**config.mk**
```make
export PLATFORM = sky130hd
export DESIGN_NAME = spi_guard_slave
export DESIGN_NICKNAME = d
export VERILOG_FILES = /design/src/rtl/spi_guard_pkg.sv /design/src/rtl/spi_guard_ctrl.sv /design/src/rtl/spi_guard_dp.sv /design/src/rtl/spi_guard_slave.sv
export SDC_FILE = /design/constraint.sdc
export NUM_CORES = 1
export LEC_CHECK = 0
export CAP_MARGIN = 15
export CELL_PAD_IN_SITES_DETAIL_PLACEMENT = 1
export CELL_PAD_IN_SITES_GLOBAL_PLACEMENT = 1
export CORE_MARGIN = 1
export CORE_UTILIZATION = 30
export CTS_CLUSTER_SIZE = 8
export DETAILED_ROUTE_END_ITERATION = 6
export PLACE_DENSITY_LB_ADDON = 0.1
export SYNTH_ARGS = -nofsm -noshare
export SYNTH_HDL_FRONTEND = slang
export SYNTH_SLANG_ARGS = --single-unit
```
**constraint.sdc**
```tcl
create_clock -name clk -period 2 [get_ports clk]
set_input_delay 0.4 -clock clk [delete_from_list [all_inputs] [get_ports clk]]
set_output_delay 0.4 -clock clk [all_outputs]
set_load 0.03 [all_outputs]
```
**src/rtl/spi_guard_pkg.sv**
```systemverilog
package spi_guard_pkg;
  localparam int DATA_W = 8;

  typedef struct packed {
    logic writeTx;
    logic loadShift;
    logic useZero;
    logic shiftOut;
    logic shiftIn;
    logic captureRx;
  } dpStrobes_t;
endpackage

```
**src/rtl/spi_guard_ctrl.sv**
```systemverilog
module spi_guard_ctrl
  import spi_guard_pkg::*;
#(
  parameter int SYNC_STAGES = 2,
  parameter logic [7:0] CTRL_ADDR = 8'hF2,
  parameter logic [7:0] TX_ADDR = 8'hF3
) (
  input  logic        clk,
  input  logic        rstN,
  input  logic        sckIn,
  input  logic        ssNIn,
  input  logic        mosiIn,
  input  logic [7:0]  busAddr,
  input  logic        busWrEn,
  input  logic [DATA_W-1:0] busWrData,
  output dpStrobes_t  strb,
  output logic        mosiBit,
  output logic [7:0]  statusByte,
  output logic        irqOut,
  output logic        misoOe
);
  localparam int CNT_W = $clog2(DATA_W);
  localparam logic [CNT_W-1:0] LAST_BIT = CNT_W'(DATA_W - 1);

  logic [SYNC_STAGES-1:0] sckPipe, ssPipe, mosiPipe;
  logic sckPrev, ssPrev;
  logic sckS, ssActive, ssWasActive;
  logic sckRise, sckFall, frameStart, byteDone;
  logic [CNT_W-1:0] bitCnt;
  logic rxStart, irqEn, rxFlag, rxReady, overrun, txBusy;
  logic ctrlWr, txWr;

  always_ff @(posedge clk or negedge rstN) begin
    if (!rstN) begin
      sckPipe  <= '0;
      ssPipe   <= '1;
      mosiPipe <= '0;
      sckPrev  <= 1'b0;
      ssPrev   <= 1'b1;
    end else begin
      sckPipe  <= {sckPipe[SYNC_STAGES-2:0], sckIn};
      ssPipe   <= {ssPipe[SYNC_STAGES-2:0], ssNIn};
      mosiPipe <= {mosiPipe[SYNC_STAGES-2:0], mosiIn};
      sckPrev  <= sckPipe[SYNC_STAGES-1];
      ssPrev   <= ssPipe[SYNC_STAGES-1];
    end
  end

  assign sckS        = sckPipe[SYNC_STAGES-1];
  assign ssActive    = !ssPipe[SYNC_STAGES-1];
  assign ssWasActive = !ssPrev;
  assign mosiBit     = mosiPipe[SYNC_STAGES-1];
  assign sckRise     = ssActive && sckS && !sckPrev;
  assign sckFall     = ssActive && !sckS && sckPrev;
  assign frameStart  = ssActive && !ssWasActive;
  assign byteDone    = sckRise && (bitCnt == LAST_BIT);

  always_ff @(posedge clk or negedge rstN) begin
    if (!rstN)          bitCnt <= '0;
    else if (!ssActive) bitCnt <= '0;
    else if (sckRise)   bitCnt <= bitCnt + 1'b1;
  end

  assign ctrlWr = busWrEn && (busAddr == CTRL_ADDR);
  assign txWr   = busWrEn && (busAddr == TX_ADDR);

  always_comb begin
    strb.writeTx   = txWr;
    strb.loadShift = frameStart || (sckFall && bitCnt == '0);
    strb.useZero   = !txBusy;
    strb.shiftOut  = sckFall && bitCnt != '0;
    strb.shiftIn   = sckRise;
    strb.captureRx = byteDone && rxStart && !rxReady;
  end

  always_ff @(posedge clk or negedge rstN) begin
    if (!rstN) begin
      rxStart <= 1'b0;
      irqEn   <= 1'b0;
      rxFlag  <= 1'b0;
      rxReady <= 1'b0;
      overrun <= 1'b0;
      txBusy  <= 1'b0;
    end else begin
      if (ctrlWr) begin
        rxStart <= busWrData[0];
        irqEn   <= busWrData[1];
        if (busWrData[2])  rxFlag  <= 1'b0;
        if (!busWrData[3]) rxReady <= 1'b0;
        if (busWrData[4])  overrun <= 1'b0;
      end
      if (strb.captureRx) begin
        rxFlag  <= 1'b1;
        rxReady <= 1'b1;
      end
      if (byteDone && rxStart && rxReady) overrun <= 1'b1;
      if (strb.loadShift) txBusy <= 1'b0;
      if (txWr) txBusy <= 1'b1;
    end
  end

  assign statusByte = {2'b00, txBusy, overrun, rxReady, rxFlag, irqEn, rxStart};
  assign irqOut     = (rxFlag && irqEn) || !txBusy;
  assign misoOe     = !ssNIn;


  ready_hold_chk: assert property (@(posedge clk) disable iff (!rstN)
    (rxReady && !ctrlWr) |=> rxReady);

  flag_set_chk: assert property (@(posedge clk) disable iff (!rstN)
    (byteDone && rxStart && !rxReady) |=> (rxFlag && rxReady));

  disarmed_quiet_chk: assert property (@(posedge clk) disable iff (!rstN)
    (!rxStart && !ctrlWr) |=> ($stable(rxFlag) && $stable(overrun) && $stable(rxReady)));

  busy_clear_chk: assert property (@(posedge clk) disable iff (!rstN)
    (strb.loadShift && !txWr) |=> !txBusy);
endmodule

```
**src/rtl/spi_guard_dp.sv**
```systemverilog
module spi_guard_dp
  import spi_guard_pkg::*;
(
  input  logic        clk,
  input  logic        rstN,
  input  dpStrobes_t  strb,
  input  logic        mosiBit,
  input  logic [DATA_W-1:0] busWrData,
  output logic [DATA_W-1:0] txBufOut,
  output logic [DATA_W-1:0] rxBufOut,
  output logic        misoOut
);
  logic [DATA_W-1:0] txBuf, rxBuf, txShift, rxShift;

  always_ff @(posedge clk or negedge rstN) begin
    if (!rstN) begin
      txBuf   <= '0;
      rxBuf   <= '0;
      txShift <= '0;
      rxShift <= '0;
    end else begin
      if (strb.writeTx) txBuf <= busWrData;
      if (strb.loadShift)     txShift <= strb.useZero ? '0 : txBuf;
      else if (strb.shiftOut) txShift <= {txShift[DATA_W-2:0], 1'b0};
      if (strb.shiftIn)   rxShift <= {rxShift[DATA_W-2:0], mosiBit};
      if (strb.captureRx) rxBuf   <= {rxShift[DATA_W-2:0], mosiBit};
    end
  end

  assign txBufOut = txBuf;
  assign rxBufOut = rxBuf;
  assign misoOut  = txShift[DATA_W-1];


  rx_stable_chk: assert property (@(posedge clk) disable iff (!rstN)
    !strb.captureRx |=> $stable(rxBuf));

  empty_load_chk: assert property (@(posedge clk) disable iff (!rstN)
    (strb.loadShift && strb.useZero) |=> (txShift == '0));
endmodule

```
**src/rtl/spi_guard_slave.sv**
```systemverilog
module spi_guard_slave
  import spi_guard_pkg::*;
#(
  parameter int SYNC_STAGES = 2,
  parameter logic [7:0] CTRL_ADDR = 8'hF2,
  parameter logic [7:0] TX_ADDR = 8'hF3,
  parameter logic [7:0] RX_ADDR = 8'hF4
) (
  input  logic       clk,
  input  logic       rstN,
  input  logic [7:0] busAddr,
  input  logic       busWrEn,
  input  logic [7:0] busWrData,
  output logic [7:0] busRdData,
  input  logic       sckIn,
  input  logic       ssNIn,
  input  logic       mosiIn,
  output logic       misoOut,
  output logic       misoOe,
  output logic       irqOut
);
  dpStrobes_t strb;
  logic mosiBit;
  logic [7:0] statusByte, txBufOut, rxBufOut;

  spi_guard_ctrl #(.SYNC_STAGES(SYNC_STAGES), .CTRL_ADDR(CTRL_ADDR), .TX_ADDR(TX_ADDR)) u_ctrl (
    .clk(clk), .rstN(rstN), .sckIn(sckIn), .ssNIn(ssNIn), .mosiIn(mosiIn),
    .busAddr(busAddr), .busWrEn(busWrEn), .busWrData(busWrData),
    .strb(strb), .mosiBit(mosiBit), .statusByte(statusByte),
    .irqOut(irqOut), .misoOe(misoOe)
  );

  spi_guard_dp u_dp (
    .clk(clk), .rstN(rstN), .strb(strb), .mosiBit(mosiBit), .busWrData(busWrData),
    .txBufOut(txBufOut), .rxBufOut(rxBufOut), .misoOut(misoOut)
  );

  always_comb begin
    if (busAddr == CTRL_ADDR)    busRdData = statusByte;
    else if (busAddr == TX_ADDR) busRdData = txBufOut;
    else if (busAddr == RX_ADDR) busRdData = rxBufOut;
    else                         busRdData = '0;
  end
endmodule

```
# == Word level (Yosys, flattened, before mapping) ==
# Cells that the tools add are included.
# op_classes
addsub,1
n_eq_ne,5
muxes,19
reduce_logical,34
# op_table
cell,count
$mux 8,6
$eq 8x8->1 const B,3
$logic_and 1x1->1,14
$reduce_bool 2->1,7
$mux 1,11
$logic_not 1->1,6
$mux 3,2
$reduce_and 2->1,3
$add 3x1->3 const B,1
$eq 3x3->1 const B,1
$logic_not 3->1,1
$reduce_bool 3->1,1
$logic_or 1x1->1,2
$ne 2x1->1 const B,1
# totals
reg_bits,48
inputBits,22
out_inout_bits,11
word_cells,75

# == Longest topological paths before layout ==
# Gate-level depths: netlist (run 1).
# logic_depth
depth_word,8
mapped_depth,7
ltp_nobuf,6

# == Hierarchy ==
# From an unflattened synthesis (run 1), not the netlist that was laid out.
# hier_totals
hier_cells,199
area_unflattened_um2,2474.9
# by_module_without_submodules
module,instances,cells_each,area_per_inst_um2,seq_area_each_um2
spi_guard_dp,1,78,1282.5,775.7
spi_guard_ctrl,1,71,844.6,429.2
spi_guard_slave,1,50,347.8,0.0

# == Worst setup path before layout (run 1) ==
# No wires, ideal clock.
# synth_timing
path_type,input-to-output
from,input busAddr[2]
to,output busRdData[0]
arrival_time_ns,1.586
t_required_ns,1.600
path_slack_ns,0.014
stages,4
n_path_buf,0
cell_sequence,nor2b_1 a22oi_1 or2_2 a21oi_1
# synth_via
elab_chain_cells,4
# synth_rtl
element,line,source
"start, declared",spi_guard_slave.sv:11,"input logic [7:0] busAddr,"
$eq 8x8->1,spi_guard_slave.sv:41,else if (busAddr == RX_ADDR) busRdData = rxBufOut;
$mux 8,spi_guard_slave.sv:41,
$mux 8,spi_guard_slave.sv:40,else if (busAddr == TX_ADDR) busRdData = txBufOut;
$mux 8 (*),spi_guard_slave.sv:39,if (busAddr == CTRL_ADDR) busRdData = statusByte;
"end, declared",spi_guard_slave.sv:14,"output logic [7:0] busRdData,"
# Every way passes the cells marked *; elsewhere a longest branch is shown, timed or not.

# == Worst setup path after layout (run 1) ==
# layout_timing
from,input ssNIn
to,output misoOe
# layout_via
elab_chain_cells,1
# layout_rtl
element,line,source
"start, declared",spi_guard_slave.sv:16,"input logic ssNIn,"
$logic_not 1->1,spi_guard_ctrl.sv:104,assign misoOe = !ssNIn;
"end, declared",spi_guard_slave.sv:19,"output logic misoOe,"
# Every way passes these cells.

==> results.cfg, run 1 <==
[final_layout]
drive_gt1_frac = 0.3616
diodes = 0
mostFrequentLayoutCell = dfrtp_1
fillers = 775
fin_util = 0.4065
num-nets-final = 248
fin_area_um2 = 2838
final_cell_mix = dfrtp_1 (45), buf_4 (18), mux2_2 (17)
area_delta_synth_final_pct = 27.92

[sta]
finalSetupTns_ns = 0
holdWs_ns = 0.1102
slew_viol_final = 0
fmax_mhz = 514.0
slew-limit-headroom = 0.5772
period_needed_ns = 1.945
finalCritPeriodShare = 0.9727
finalSetupViolCount = 0
worst_pin_slew_ns = 0.6342
fin_skew_ns = 0.002267
finalHoldViolations = 0

[drt]
antenna_left = 0
firstDrtPassIters = 4
via_count = 1500
detail_route.wl_per_cell_um = 15.94
drt-total-wl_mm = 5.102
via_per_inst = 4.688
dr.first_iter.drc_count = 77
drc = 0

[yosys]
ys_types = 34
synth_area_um2 = 2218
synth_cells = 182
synth_top_cell_area_share = 0.5076
synth_seq_cells = 48
synth_area_leader_cell = dfrtp_1
avgSynthCellArea_um2 = 12.19
synth_top_cells_by_area = dfrtp_1 (51%), mux2_2 (8.6%), mux2_4 (5.4%)
yosysWarnings = 0
seq_area_frac_synth = 0.5431
synth_nets = 207

[min_path]
min_path_type = in2async

[setup_path]
crit_fanout = 2
critical_path.endpoint_type = primary output
r2r_start = u_ctrl.bitCnt[1]
crit_path_start = ssNIn
crit_arrival_ns = 1.55
crit_path_start_kind = input port
crit_type = in2out
worstPathRequired_ns = 1.60

[clock_tree]
path_clk_slew_ns = 0.09
tritoncts = built
clk_latency_ns = 0.30
numCtsBuffers = 5
ctsLongestPathBuffers = 2
cts_max_level = 2
cts.sinks = 48
clock-root-buffer = clkbuf_8

[placement]
gp_congestion = 0.7410
placed_area_um2 = 2644
numPortBuffers = 32

[power_and_ir_drop]
ir_drop_mv = 0.3389
power.leakage_nw = 1.306
power_per_cell_area_nw_per_um2 = 678.3
p_total_mw = 1.925

[die]
num_rows = 30
die_area_um2 = 7742
die_w_um = 87.99
die_h_um = 87.99
fp.coreArea_um2 = 6982
io-pin-count = 33
start_util = 0.3177

[status]
status = finished, final reports clean

[global_route]
grt_pass1_vias = 1703
grt_pass1_wl_mm = 8.652
grt_max_degree = 28
grt.total_usage = 0.1496
antenna_found_initial = 0
grt_overflow = 0

[flow_run]
drv_cap = 0
area by class of cell:
type                       instances  area, um^2  share of cell area
clock buffer                       5       68.82             0.02425
timing repair buffer              44       395.4              0.1393
tap                               96       120.1             0.04233
inverter                           7       26.28            0.009259
sequential                        48        1205              0.4246
clock inverter                     3       18.77            0.006614
multi-input combinational        117        1003              0.3536
sequential cells by signal (all words and copies together) (netlist names), 2 cells and up:
signal / flops
u_dp.txShift: 8
u_dp.txBufOut: 8
u_ctrl.bitCnt: 3
u_dp.rxBufOut: 8
u_ctrl.sckPipe: 2
u_dp.rxShift: 7
u_ctrl.ssPipe: 2
u_ctrl.mosiPipe: 2
cells in the mapped netlist (all sizes together):
library cell  count
a21oi             1
a22o              1
a22oi             8
a2bb2oi           6
a31oi             3
a32o              1
and2              8
and3              1
and4b             1
buf               8
clkbuf            3
dfrtp            45
dfstp             3
ha                3
inv               7
mux2             25
mux2i             9
nand2            12
nand2b            2
nand3b            1
nor2             14
nor2b             5
nor3              1
o21ai            10
or2               1
or3               2
xnor2             1
through the flow:
stage	worst slack, ns	cells
after floorplan	0.01402	182
after global placement	-0.3246	309
after detailed placement	-0.3439	309
after CTS	0.004668	319
after global routing	-0.02363	320
final	0.05456	320
power breakdown:
part | switching [mW] | internal (mW) | total (mW)
clock | 0.332 | 0.244 | 0.576
combinational | 0.0975 | 0.139 | 0.236
sequential | 0.0604 | 1.05 | 1.11
total | 0.490 | 1.44 | 1.92
per-layer routing:
metal / wire, um / global-route usage / vias to the layer above
met4: 75 / 0.04173 / 0
met5: 0 / 0 / -
met2: 2741 / 0.2558 / 13
met1: 2184 / 0.1894 / 770
met3: 102 / 0.03393 / 7
li1: - / - / 710
critical path: stages:
cell	delay, ns
clkdlybuf4s50_1	0.43
inv_1	0.06
clkdlybuf4s50_1	0.66
final timing paths:
| check | depth (start not counted) | end | slack, ns |
|---|---|---|---|
| setup / recovery | 3 | misoOe | 0.05 |
| hold / removal | 1 | u_ctrl.mosiPipe[0] | 0.11 |
| setup reg to reg | 5 | u_dp.rxBufOut[2] | 0.18 |
| hold reg to reg | 0 | u_ctrl.mosiPipe[1] | 0.36 |
| max in group asynchronous | 2 | u_dp.txShift[5] | 1.35 |
| min in group clk | 0 | u_ctrl.mosiPipe[1] | 0.36 |
cells by family (layout without fill, tap and decap cells):
| logic type | after synthesis | in the layout | share of synthesized area |
|---|---|---|---|
| xor+xnor | 1 | 1 | 0.003949 |
| buf+inv | 18 | 59 | 0.04681 |
| simple gates | 48 | 49 | 0.1156 |
| compound gates | 30 | 30 | 0.09250 |
| flops | 48 | 48 | 0.5431 |
| mux | 34 | 34 | 0.1811 |
| fa+ha+maj | 3 | 3 | 0.01692 |
timing repair:
item                                    CTS  global route
pin swaps                                 5             1
gates resized for setup                  20            12
setup buffers                             1             1
hold endpoints to repair                  0             0
hold buffers                              0             0
endpoints found under the setup margin    8             9
gates cloned                              1             0
(Power assumes the default switching activity.)
==> run 2: changes to the inputs <==
Settings changed: ABC_AREA set to 1, PLACE_DENSITY set to 0.69, PLACE_DENSITY_LB_ADDON 0.1 to unset.
==> results.cfg, run 2 <==
[power_and_ir_drop]
p_int_mw = 1.539
power.leakage_nw = 1.548
p_seq_frac = 0.518
ir_drop_mv = 0.2745
p_sw_mw = 0.5661
pwr-share-comb = 0.131
power_per_cell_area_nw_per_um2 = 676.8
clock_power_share = 0.351
p_total_mw = 2.105
p_sw_frac = 0.2689

[drt]
wl_met3_um = 140
route.met2.wl_mm = 2.893
top_layer = met4
via_per_inst = 4.691
via_count = 1961
antenna_left = 0
detail_route.wl_per_cell_um = 14.46
drt-total-wl_mm = 6.044
dr.first_iter.drc_count = 92
firstDrtPassIters = 4
drc = 0
wirelength_met1_mm = 2.944

[yosys]
yosysMostFrequentCell = nand2_1
synth_edf_count = 0
synth_top_cell_area_share = 0.4795
synth_seq_cells = 48
synth_area_um2 = 2349
synth_top_cells_by_area = dfrtp_1 (48%), nand2_1 (13%), nand3_1 (9.8%)
synth_area_leader_cell = dfrtp_1
ys_types = 22
avgSynthCellArea_um2 = 8.634
synth_ff_type = dfrtp_1
ys_async_sr_fraction = 1.000
synth_common_cells = nand2_1 (79), nand3_1 (46), dfrtp_1 (45)
seq_area_frac_synth = 0.5131
yosysWarnings = 0
synth_nets = 297
synth_cells = 272

[final_layout]
final_cell_mix = nand2_1 (76), dfrtp_1 (45), inv_1 (36), nand3_1 (36), clkdlybuf4s50_1 (15)
area_delta_synth_final_pct = 32.45
fillers = 876
instances_no_fill = 418
mostFrequentLayoutCell = nand2_1
num-nets-final = 343
diodes = 0
fin_util = 0.4199
drive_gt1_frac = 0.2320

[sta]
fin_ws_ns = 0.06178
slew-limit-headroom = 0.6879
slew_viol_final = 0
rsz0062_at_grt = false
finalSetupTns_ns = 0
fmax_mhz = 515.9
fin_skew_ns = 0.007946
finalSetupViolCount = 0
finalCritPeriodShare = 0.9691
worst_pin_slew_ns = 0.4682
finalHoldViolations = 0
period_needed_ns = 1.938

[clock_tree]
tritoncts = built
numCtsBuffers = 5
path_clk_slew_ns = 0.10
clk_latency_ns = 0.31
cts_hold_buf = 0
cts_max_level = 2
clock-root-buffer = clkbuf_8
ctsLongestPathBuffers = 2
cts.sinks = 48

[status]
status = finished, final reports clean

[setup_path]
worstPathRequired_ns = 1.60
crit_path_start_kind = input port
crit_arrival_ns = 1.54
critical_path.endpoint_type = primary output
crit_fanout = 2
crit_type = in2out

[min_path]
min_path_type = in2async

[die]
io-pin-count = 33
start_util = 0.3170
die_w_um = 90.48
num_rows = 31
fp.coreArea_um2 = 7408
die_h_um = 90.48
die_area_um2 = 8186

[placement]
numPortBuffers = 32
dp.cells = 404
dp_slack_ns = -0.1232
hpwl_mm = 4.104
gp_congestion = 0.7544

[global_route]
grt.total_usage = 0.1622
grt_pass1_wl_mm = 10.38
grt_overflow = 0
antenna_found_initial = 0
grt_pass1_vias = 2064
grt_max_degree = 31

[flow_run]
drv_cap = 0
## run 2: changes by cell type after synthesis, sizes merged, moves of 8 or more
cell	delta
mux2i	-9
o21ai	+11
nor2	-12
a22oi	-8
nand2	+70
nand3	+48
mux2	-25
nand4	+11
and2	-8
inv	+30
## run 2: cells by family after synthesis
kind of cell / synth area share
compound gates: 0.05754
fa+ha+maj: 0.01598
buf+inv: 0.09429
flops: 0.5131
simple gates: 0.3191
## run 2: power by group through the flow
| stage | Sequential [mW] | Clock, mW | Combinational, mW |
|---|---|---|---|
| final | 1.09 | 0.739 | 0.276 |
| after global routing | 1.10 | 0.789 | 0.315 |
| after CTS | 1.09 | 0.758 | 0.281 |
| after detailed placement | 1.11 | 0 | 0.268 |
| after global placement | 1.11 | 0 | 0.261 |
| after floorplan | 1.10 | 0 | 0.146 |
## run 2: through the flow
| stage | instance area (um^2) | hold slack (ns) |
|---|---|---|
| 6_report | 3110 | 0.02863 |
| 5_1_grt | 3110 | 0.04862 |
| 4_1_cts | 3110 | 0.03912 |
| 3_5_place_dp | 2805 | 0.3363 |
| 3_3_place_gp | 2805 | 0.3334 |
| 2_1_floorplan | 2349 | 0.1044 |
## run 2: repair_timing
action | 4_1_cts | 5_1_grt
setup endpoints to repair | 8 | 0
gates resized for setup | 34 | 0
setup buffers | 4 | 0
## run 2: worst paths after layout
path / slack (ns) / from / to / cells past startpoint
hold reg to reg: 0.36 / u_ctrl.sckPipe[0] / u_ctrl.sckPipe[1] / 0
setup reg to reg: 0.42 / u_ctrl.bitCnt[0] / u_dp.rxBufOut[0] / 7
hold / removal: 0.03 / rstN / u_ctrl.bitCnt[2] / 1
max in group asynchronous: 1.45 / rstN / u_dp.rxBufOut[0] / 2
setup / recovery: 0.06 / ssNIn / misoOe / 3
min in group clk: 0.36 / u_ctrl.sckPipe[0] / u_ctrl.sckPipe[1] / 0
## run 2: area by class of cell
cell class,instances,area (um^2),share of cell area
flip-flops and latches,48,1205,0.3874
inverters,37,138.9,0.04465
multi-input cells,177,987.2,0.3174
well taps,99,123.9,0.03982
repair buffers,49,540.5,0.1738
clock inverters,3,46.29,0.01488
clock buffers,5,68.82,0.02212
## run 2: routing by layer
layer,vias to the layer above,track usage
li1,968,-
met2,21,0.2551
met5,-,0
met3,5,0.03283
met4,0,0.05242
met1,967,0.2228
## run 2: worst max-delay path, stage by stage
cell             delay (ns)
clkdlybuf4s50_1        0.42
inv_1                  0.06
clkdlybuf4s50_1        0.66
==> run 3: changes to the inputs <==
Clock period 2 ns to 2.3 ns, I/O delays scaled along.
==> results.cfg, run 3 (synthesized netlist as in run 2, its figures left out) <==
[clock_tree]
cts_max_level = 2
cts_hold_buf = 0
numCtsBuffers = 5
tritoncts = built
ctsLongestPathBuffers = 2
clk_latency_ns = 0.30
cts.sinks = 48
path_clk_slew_ns = 0.08
clock-root-buffer = clkbuf_8

[final_layout]
drive_gt1_frac = 0.1704
diodes = 0
instances_no_fill = 410
mostFrequentLayoutCell = nand2_1
final_cell_mix = nand2_1 (78), nand3_1 (46), dfrtp_1 (45)
num-nets-final = 335
fin_area_um2 = 2934
area_delta_synth_final_pct = 24.93
fin_util = 0.3960

[power_and_ir_drop]
p_total_mw = 1.892
pwr-share-comb = 0.121
power.leakage_nw = 1.466
ir_drop_mv = 0.4457
p_sw_mw = 0.4539
p_seq_frac = 0.500
p_int_mw = 1.438
power_per_cell_area_nw_per_um2 = 644.9
clock_power_share = 0.379
p_sw_frac = 0.2399

[drt]
firstDrtPassIters = 3
drt-total-wl_mm = 5.529
detail_route.wl_per_cell_um = 13.49
dr.first_iter.drc_count = 130
via_per_inst = 4.668
drc = 0
via_count = 1914
antenna_left = 0

[setup_path]
slowest_delay_ns = 0.53
crit_path_start_kind = input port
crit_type = in2out
crit_arrival_ns = 1.74
r2r_slack_ns = 0.77
rr_endpoint = u_dp.txShift[2]
worstPathRequired_ns = 1.84
critical_path.endpoint_type = primary output
cpMaxStageDelayCell = clkdlybuf4s50_1
crit_top_cell = nand3_1
crit_fanout = 17
r2r_start = u_ctrl.bitCnt[0]
path_cells = clkdlybuf4s50_1, nand2_2, nor3_4, buf_12, nand3_1, nand3_1, buf_4
reg2reg_depth = 8

[global_route]
grt_pass1_vias = 1994
grt_overflow = 0
grt_max_degree = 36
antenna_found_initial = 0
grt_pass1_wl_mm = 9.735
grt.total_usage = 0.1503

[placement]
hpwl_mm = 4.071
dp_slack_ns = 0.03271
placed_area_um2 = 2775
gp_congestion = 0.7594
numPortBuffers = 32
dp.cells = 400

[sta]
fmax_mhz = 454.1
rsz0062_at_grt = false
slew-limit-headroom = 0.6277
fin_ws_ns = 0.09786
fin_skew_ns = 0.005265
finalCritPeriodShare = 0.9575
slew_viol_final = 0
worst_pin_slew_ns = 0.5585
finalSetupTns_ns = 0
finalHoldViolations = 0
finalSetupViolCount = 0
holdWs_ns = 0.1367
period_needed_ns = 2.202

[die]
io-pin-count = 33
die_area_um2 = 8186
start_util = 0.3170
die_w_um = 90.48
fp.coreArea_um2 = 7408
die_h_um = 90.48
num_rows = 31

[flow_run]
drv_cap = 0

[status]
status = finished, final reports clean

[min_path]
min_path_type = in2async
run 3: cell count changes in the layout (fill, tap and decap cells not counted), sizes merged:
cell,change
dlymetal6s2s,+2
clkbuf,+1
inv,-1
buf,-8
bufinv,+1
clkdlybuf4s50,+6
clkinvlp,-1
dlygate4sd2,-8
run 3: power groups by stage:
stage,clock network (mW),registers (mW),logic (mW)
2_1_floorplan,0,0.958,0.127
3_3_place_gp,0,0.962,0.225
3_5_place_dp,0,0.964,0.231
4_1_cts,0.745,0.948,0.234
5_1_grt,0.765,0.955,0.264
6_report,0.717,0.947,0.229
run 3: timing repair:
| action | 4_1_cts | 5_1_grt |
|---|---|---|
| endpoints found under the setup margin | 0 | 6 |
| gates resized for setup | 0 | 4 |
| buffers inserted | 0 | 2 |
run 3: worst max-delay path, delay by kind of cell:
family,cells,cell delay [ns]
buf+inv,3,0.87
simple gates,4,0.41
run 3: worst max-delay path by stage:
stage                from           end  slack, ns  depth (start not counted)
2_1_floorplan  busAddr[5]  busRdData[0]       0.54                          5
6_report       busAddr[1]  busRdData[4]        0.1                          7
3_3_place_gp   busAddr[2]  busRdData[0]       0.05                          7
3_5_place_dp   busAddr[3]  busRdData[5]       0.03                          8
5_1_grt        busAddr[1]  busRdData[4]      0.001                          7
4_1_cts        busAddr[3]  busRdData[5]       0.03                          8
run 3: final cells by class:
type,count,area [um^2]
sequential,48,1205
timing repair buffer,41,409.1
multi-input combinational,177,924.6
clock inverter,2,60.06
fill,893,4474
tap,99,123.9
inverter,37,138.9
clock buffer,6,72.57
run 3: routing by layer:
metal	vias up	global-route usage	routed length (um)
li1	949	-	-
met2	18	0.2367	2690
met3	7	0.03704	143
met5	-	0	0
met4	0	0.04032	64
met1	940	0.2050	2630
